<file path="src/rtl/crit_vec_intc.sv">
module crit_vec_intc #(
  parameter int NSRC       = 32,
  parameter bit HAS_VEC    = 1'b1,
  parameter int AW         = 4,
  parameter int VSTEP_LOG2 = 9
) (
  input  logic            clk,
  input  logic            rst_n,
  input  logic [NSRC-1:0] irq_in,
  input  logic            wr_en,
  input  logic [AW-1:0]   addr,
  input  logic [NSRC-1:0] wdata,
  output logic [NSRC-1:0] rdata,
  output logic            irq_norm,
  output logic            irq_crit
);
  localparam int IW = $clog2(NSRC);

  logic [NSRC-1:0] stat_q, en_q, crit_q, pol_q, trig_q, vcfg_q, prev_q;
  logic [NSRC-1:0] lvl_m, rise, chg, base_s, stat_d;
  logic [NSRC-1:0] pend_c, scan, vec;
  logic [IW-1:0]   idx;

  for (genvar g = 0; g < NSRC; g++) begin : g_map
    assign lvl_m[NSRC-1-g] = irq_in[g];
    assign scan[g] = vcfg_q[0] ? pend_c[NSRC-1-g] : pend_c[g];
  end

  wire wr_clr = wr_en && (addr == AW'(0));
  wire wr_set = wr_en && (addr == AW'(1));

  assign rise = lvl_m & ~prev_q;
  assign chg  = lvl_m ^ prev_q;

  always_comb begin
    if (wr_clr)      base_s = (stat_q & ~wdata) | (lvl_m & ~trig_q);
    else if (wr_set) base_s = stat_q | wdata;
    else             base_s = stat_q;
  end

  assign stat_d = (trig_q & (base_s | rise))
                | (~trig_q & ((chg & lvl_m) | (~chg & base_s)));

  always_ff @(posedge clk or negedge rst_n) begin
    if (!rst_n) begin
      stat_q <= '0;
      en_q   <= '0;
      crit_q <= '0;
      pol_q  <= '0;
      trig_q <= '0;
      vcfg_q <= '0;
      prev_q <= '0;
    end else begin
      stat_q <= stat_d;
      prev_q <= lvl_m;
      if (wr_en) begin
        case (addr)
          AW'(2): en_q   <= wdata;
          AW'(3): crit_q <= wdata;
          AW'(4): pol_q  <= wdata;
          AW'(5): trig_q <= wdata;
          AW'(8): vcfg_q <= wdata & ~NSRC'(2);
          default: ;
        endcase
      end
    end
  end

  assign pend_c   = stat_q & en_q & crit_q;
  assign irq_crit = |pend_c;
  assign irq_norm = |(stat_q & en_q & ~crit_q);

  always_comb begin
    idx = '0;
    for (int i = NSRC - 1; i >= 0; i--)
      if (scan[i]) idx = IW'(i);
  end

  assign vec = (HAS_VEC && irq_crit)
             ? ((vcfg_q & ~NSRC'(3)) + (NSRC'(idx) << VSTEP_LOG2))
             : '0;

  always_comb begin
    case (addr)
      AW'(0), AW'(1): rdata = stat_q;
      AW'(2):         rdata = en_q;
      AW'(3):         rdata = crit_q;
      AW'(4):         rdata = pol_q;
      AW'(5):         rdata = trig_q;
      AW'(6):         rdata = stat_q & en_q;
      AW'(7):         rdata = vec;
      AW'(8):         rdata = HAS_VEC ? vcfg_q : '0;
      default:        rdata = '0;
    endcase
  end

  a_r2_edge_sets: assert property (@(posedge clk) disable iff (!rst_n)
    1'b1 |=> ((stat_q & $past(rise & trig_q)) == $past(rise & trig_q)));

  a_r5_clear_keeps_level: assert property (@(posedge clk) disable iff (!rst_n)
    wr_clr |=> ((stat_q & $past(lvl_m & ~trig_q)) == $past(lvl_m & ~trig_q)));

  a_r4_set_sticks: assert property (@(posedge clk) disable iff (!rst_n)
    wr_set |=> ((stat_q & $past(wdata & trig_q)) == $past(wdata & trig_q)));

  if (HAS_VEC) begin : g_vchk
    a_r9_vec_idle_zero: assert property (@(posedge clk) disable iff (!rst_n)
      !irq_crit |-> (vec == '0));
    a_r7_vec_low_bits: assert property (@(posedge clk) disable iff (!rst_n)
      irq_crit |-> (vec[VSTEP_LOG2-1:0] == {vcfg_q[VSTEP_LOG2-1:2], 2'b00}));
  end
endmodule

</file>
<file path="config.mk">
export PLATFORM = sky130hd
export DESIGN_NAME = crit_vec_intc
export DESIGN_NICKNAME = d
export VERILOG_FILES = /design/src/rtl/crit_vec_intc.sv
export SDC_FILE = /design/constraint.sdc
export NUM_CORES = 1
export LEC_CHECK = 0
export BUFFER_PORTS_ARGS = -buffer_cell sky130_fd_sc_hd__buf_2
export CAP_MARGIN = 20
export CORE_UTILIZATION = 40
export CTS_CLUSTER_SIZE = 40
export DETAILED_ROUTE_END_ITERATION = 12
export PLACE_DENSITY_LB_ADDON = 0.05
export RECOVER_POWER = 50
export SYNTH_ARGS = -nofsm -noshare
export SYNTH_HDL_FRONTEND = slang
export SYNTH_SLANG_ARGS = --single-unit
</file>
<file path="constraint.sdc">
create_clock -name clk -period 3.7 [get_ports clk]
set_input_delay 0.37 -clock clk [delete_from_list [all_inputs] [get_ports clk]]
set_output_delay 0.37 -clock clk [all_outputs]
set_load 0.1 [all_outputs]
</file>
==> qor.yml <==
floorplanning:
  die_h_um: 179
  pin_count: 105
  chipWidth_um: 179
  die_area_mm2: 0.0319
  core_area_mm2: 0.0306
  initial_utilization: 0.407
  rows: 64
placed_design:
  place_congestion: 0.908
  dp.cells: 1898
  hpwl_um: 30100
  portBuffers: 104
setup_path:
  cp-end-kind: "primary output"
  crit_end: "rdata[22]"
  r2r-end: "stat_q[23]"
  cp.required_ns: 3.33
  critPathLaunch: "vcfg_q[0]"
  cp.arrival_ns: 4.21
  critical_path_class: "reg -> out"
  r2r_cells: 4
  critical_path.max_fanout: 5
  start_kind: "flip-flop"
  ff2ff_setup_slack_ns: 2.52
  rr_startpoint: "prev_q[23]"
synthesis:
  synthFlopType: "dfrtp_1"
  avgSynthCellArea_um2: 10.1
  synth-async-reset-ratio: 1.00
  syn_area_mm2: 0.0125
  synth_xor_area_frac: 0.00141
  synth_mux_area_frac: 0.151
  syn-num-nets: 1343
  seq_area_frac_synth: 0.448
  yosys_warnings: 0
  synth-edff-count: 0
  ys_types: 63
  synthAdderAreaFrac: 0.0388
  synth_compound_area_frac: 0.179
  synth_top_family_by_area: "compound AO/OA/AOI/OAI gates"
  netlist_instances: 1234
  synth-simple-area-share: 0.146
  synth_seq_cells: 223
  yosysTopAreaCell: "dfrtp_1"
  synth_top_area_share: 0.448
  synth.area.top_cells: "dfrtp_1 45%, mux2_2 14%, nand2_1 4.6%"
sta:
  worstMarginPinSlew_ns: 2.49
  setup_viol: 22
  setup_slack_ns: -0.885
  clock_skew_ns: 0.00621
  rsz0062_at_grt: "true"
  post-route-min-period_ns: 4.58
  slew_headroom: -0.663
  fin_tns_setup_ns: -16.36
  fin_crit_sh: 1.24
  finalHoldViolCount: 0
  drv_slew: 112
  hold_ws_ns: 0.157
  clock.fmax_mhz: 218
clock_tree:
  clk_latency_ns: 0.54
  cts_sinks: 223
  cts_tree: "done"
  cts_root_buffer: "clkbuf_16"
  clk_path_buf_depth: 3
  cts_buffers: 27
  h-tree-depth: 1
  clk_pin_slew_ns: 0.06
layout:
  layout.cells.non_filler: 1984
  syn_to_final_growth_pct: 37.1
  nets: 1680
  diodes: 0
  fillers: 2784
  final_layout_size_suffix_gt1_frac: 0.372
global_route:
  grt_pass1_vias: 11100
  grt_overflow: 0
  track_usage: 0.277
  antenna_found_initial: 0
  grt_pass1_wl_um: 66200
  grt_max_degree: 96
route:
  firstDrtPassIters: 6
  drt_iter0_drc: 977
  post_drt_wl_per_cell_um: 22.1
  vias: 11400
  ant_nets: 0
  via_per_inst: 5.74
  route.detailed.drc: 0
  routed_wl_um: 43800
pwr:
  powerDensity_mw_per_mm2: 582
  ir_drop_v: 0.000406
  p_leak_nw: 7.93
outcome:
  violations: "capacitance limit, slew limit, setup timing"
  status: "complete, but fails checks"
min_path:
  hold_path.class: "in -> reg"
flow_run:
  maxCapViolCount: 2
-- registers in the layout (all words and copies together) (netlist names) --
register and cells:
vcfg_q 31, en_q 32, prev_q 32, crit_q 32, trig_q 32, pol_q 32
stat_q 32
-- stage by stage --
step / power, W / util / setup WS [ns] / area, um^2
floorplan: 0.00545 / - / -1.03 / 12700
global placement: 0.00709 / 0.510 / -0.507 / 15600
detailed placement: 0.00713 / 0.510 / -0.579 / 15600
CTS: 0.00994 / 0.558 / -0.945 / 17100
global route: 0.0105 / 0.559 / -1.10 / 17100
finish: 0.00995 / 0.559 / -0.885 / 17100
-- layer usage --
metal,vias up,routed length (um),track usage,part of all wire
met4,0,1680,0.0985,0.038
met1,5663,19500,0.377,0.45
li1,5317,-,-,-
met5,-,0,0,0
met2,323,20400,0.450,0.47
met3,88,2110,0.0373,0.048
-- cell families (layout without fill, tap and decap cells) --
group / after synthesis / in the layout
flops: 223 / 223
simple gates: 373 / 373
fa+ha+maj: 38 / 38
xor+xnor: 2 / 2
buf+inv: 111 / 465
mux: 168 / 168
compound gates: 319 / 319
-- critical path, stage by stage (launching register included) --
cell and delay (ns):
dfrtp_2 0.47, inv_6 0.09, mux2i_2 0.22, o211ai_1 0.14
nor2b_1 0.15, or4_1 0.48, a311oi_2 0.27, o31ai_2 0.10
ha_1 0.27, a21o_1 0.12, a21oi_2 0.07, o31ai_4 0.37
buf_6 0.16, nand2_2 0.06, nor2_2 0.11, o21ai_2 0.06
a211o_4 0.36, buf_12 0.17
-- cell type report --
class,instances,area [um^2],area share
clock inverters,6,85.1,0.00498
repair buffers,366,2950,0.172
multi-input cells,900,7010,0.410
clock buffers,40,764,0.0447
well taps,396,495,0.0290
flip-flops and latches,223,5580,0.327
inverters,53,204,0.0119
-- cell usage after synthesis, types with 32 or more instances --
library cell	count
a21oi_1	40
a222oi_1	33
a22oi_1	65
clkbuf_1	33
dfrtp_1	223
ha_1	37
inv_1	52
mux2_2	160
nand2_1	152
nand3_1	45
nand3b_1	32
nor2_1	53
o21ai_0	72
-- power breakdown --
group / switching (W) / total (W) / internal (W)
combinational: 0.00210 / 0.00396 / 0.00186
sequential: 0.000439 / 0.00339 / 0.00295
clock: 0.00104 / 0.00259 / 0.00155
total: 0.00358 / 0.00995 / 0.00637
-- cell usage in the layout (no fill, tap or decap), types with 13 or more instances in the layout --
cell type and instances:
a21o_1 23, a21oi_1 36, a222oi_1 33, a22oi_1 65
and3_1 13, buf_12 26, buf_2 47, buf_4 219
clkbuf_1 42, clkbuf_16 27, dfrtp_1 222, dlygate4sd3_1 33
ha_1 36, inv_1 51, mux2_2 160, nand2_1 150
nand3_1 38, nand3b_1 32, nand4_1 15, nor2_1 45
o21ai_0 44, o21ai_1 17, o22ai_1 16
-- repair_timing --
action,4_1_cts,5_1_grt
hold endpoints to repair,124,0
setup buffers,7,0
setup endpoints to repair,29,23
gates resized for setup,62,25
hold buffers,33,0
pin swaps,24,17
cloned,1,0
-- worst min-delay path by stage --
stage	slack [ns]	cells after the start	endpoint	startpoint
2_1_floorplan	0.07	0	crit_q[0]	rst_n
3_5_place_dp	0.47	1	prev_q[5]	rst_n
6_report	0.16	2	en_q[19]	wdata[19]
5_1_grt	0.16	2	vcfg_q[27]	wdata[27]
4_1_cts	0.14	2	en_q[19]	wdata[19]
3_3_place_gp	0.48	1	prev_q[5]	rst_n
Power figures use the tool's default switching activity.
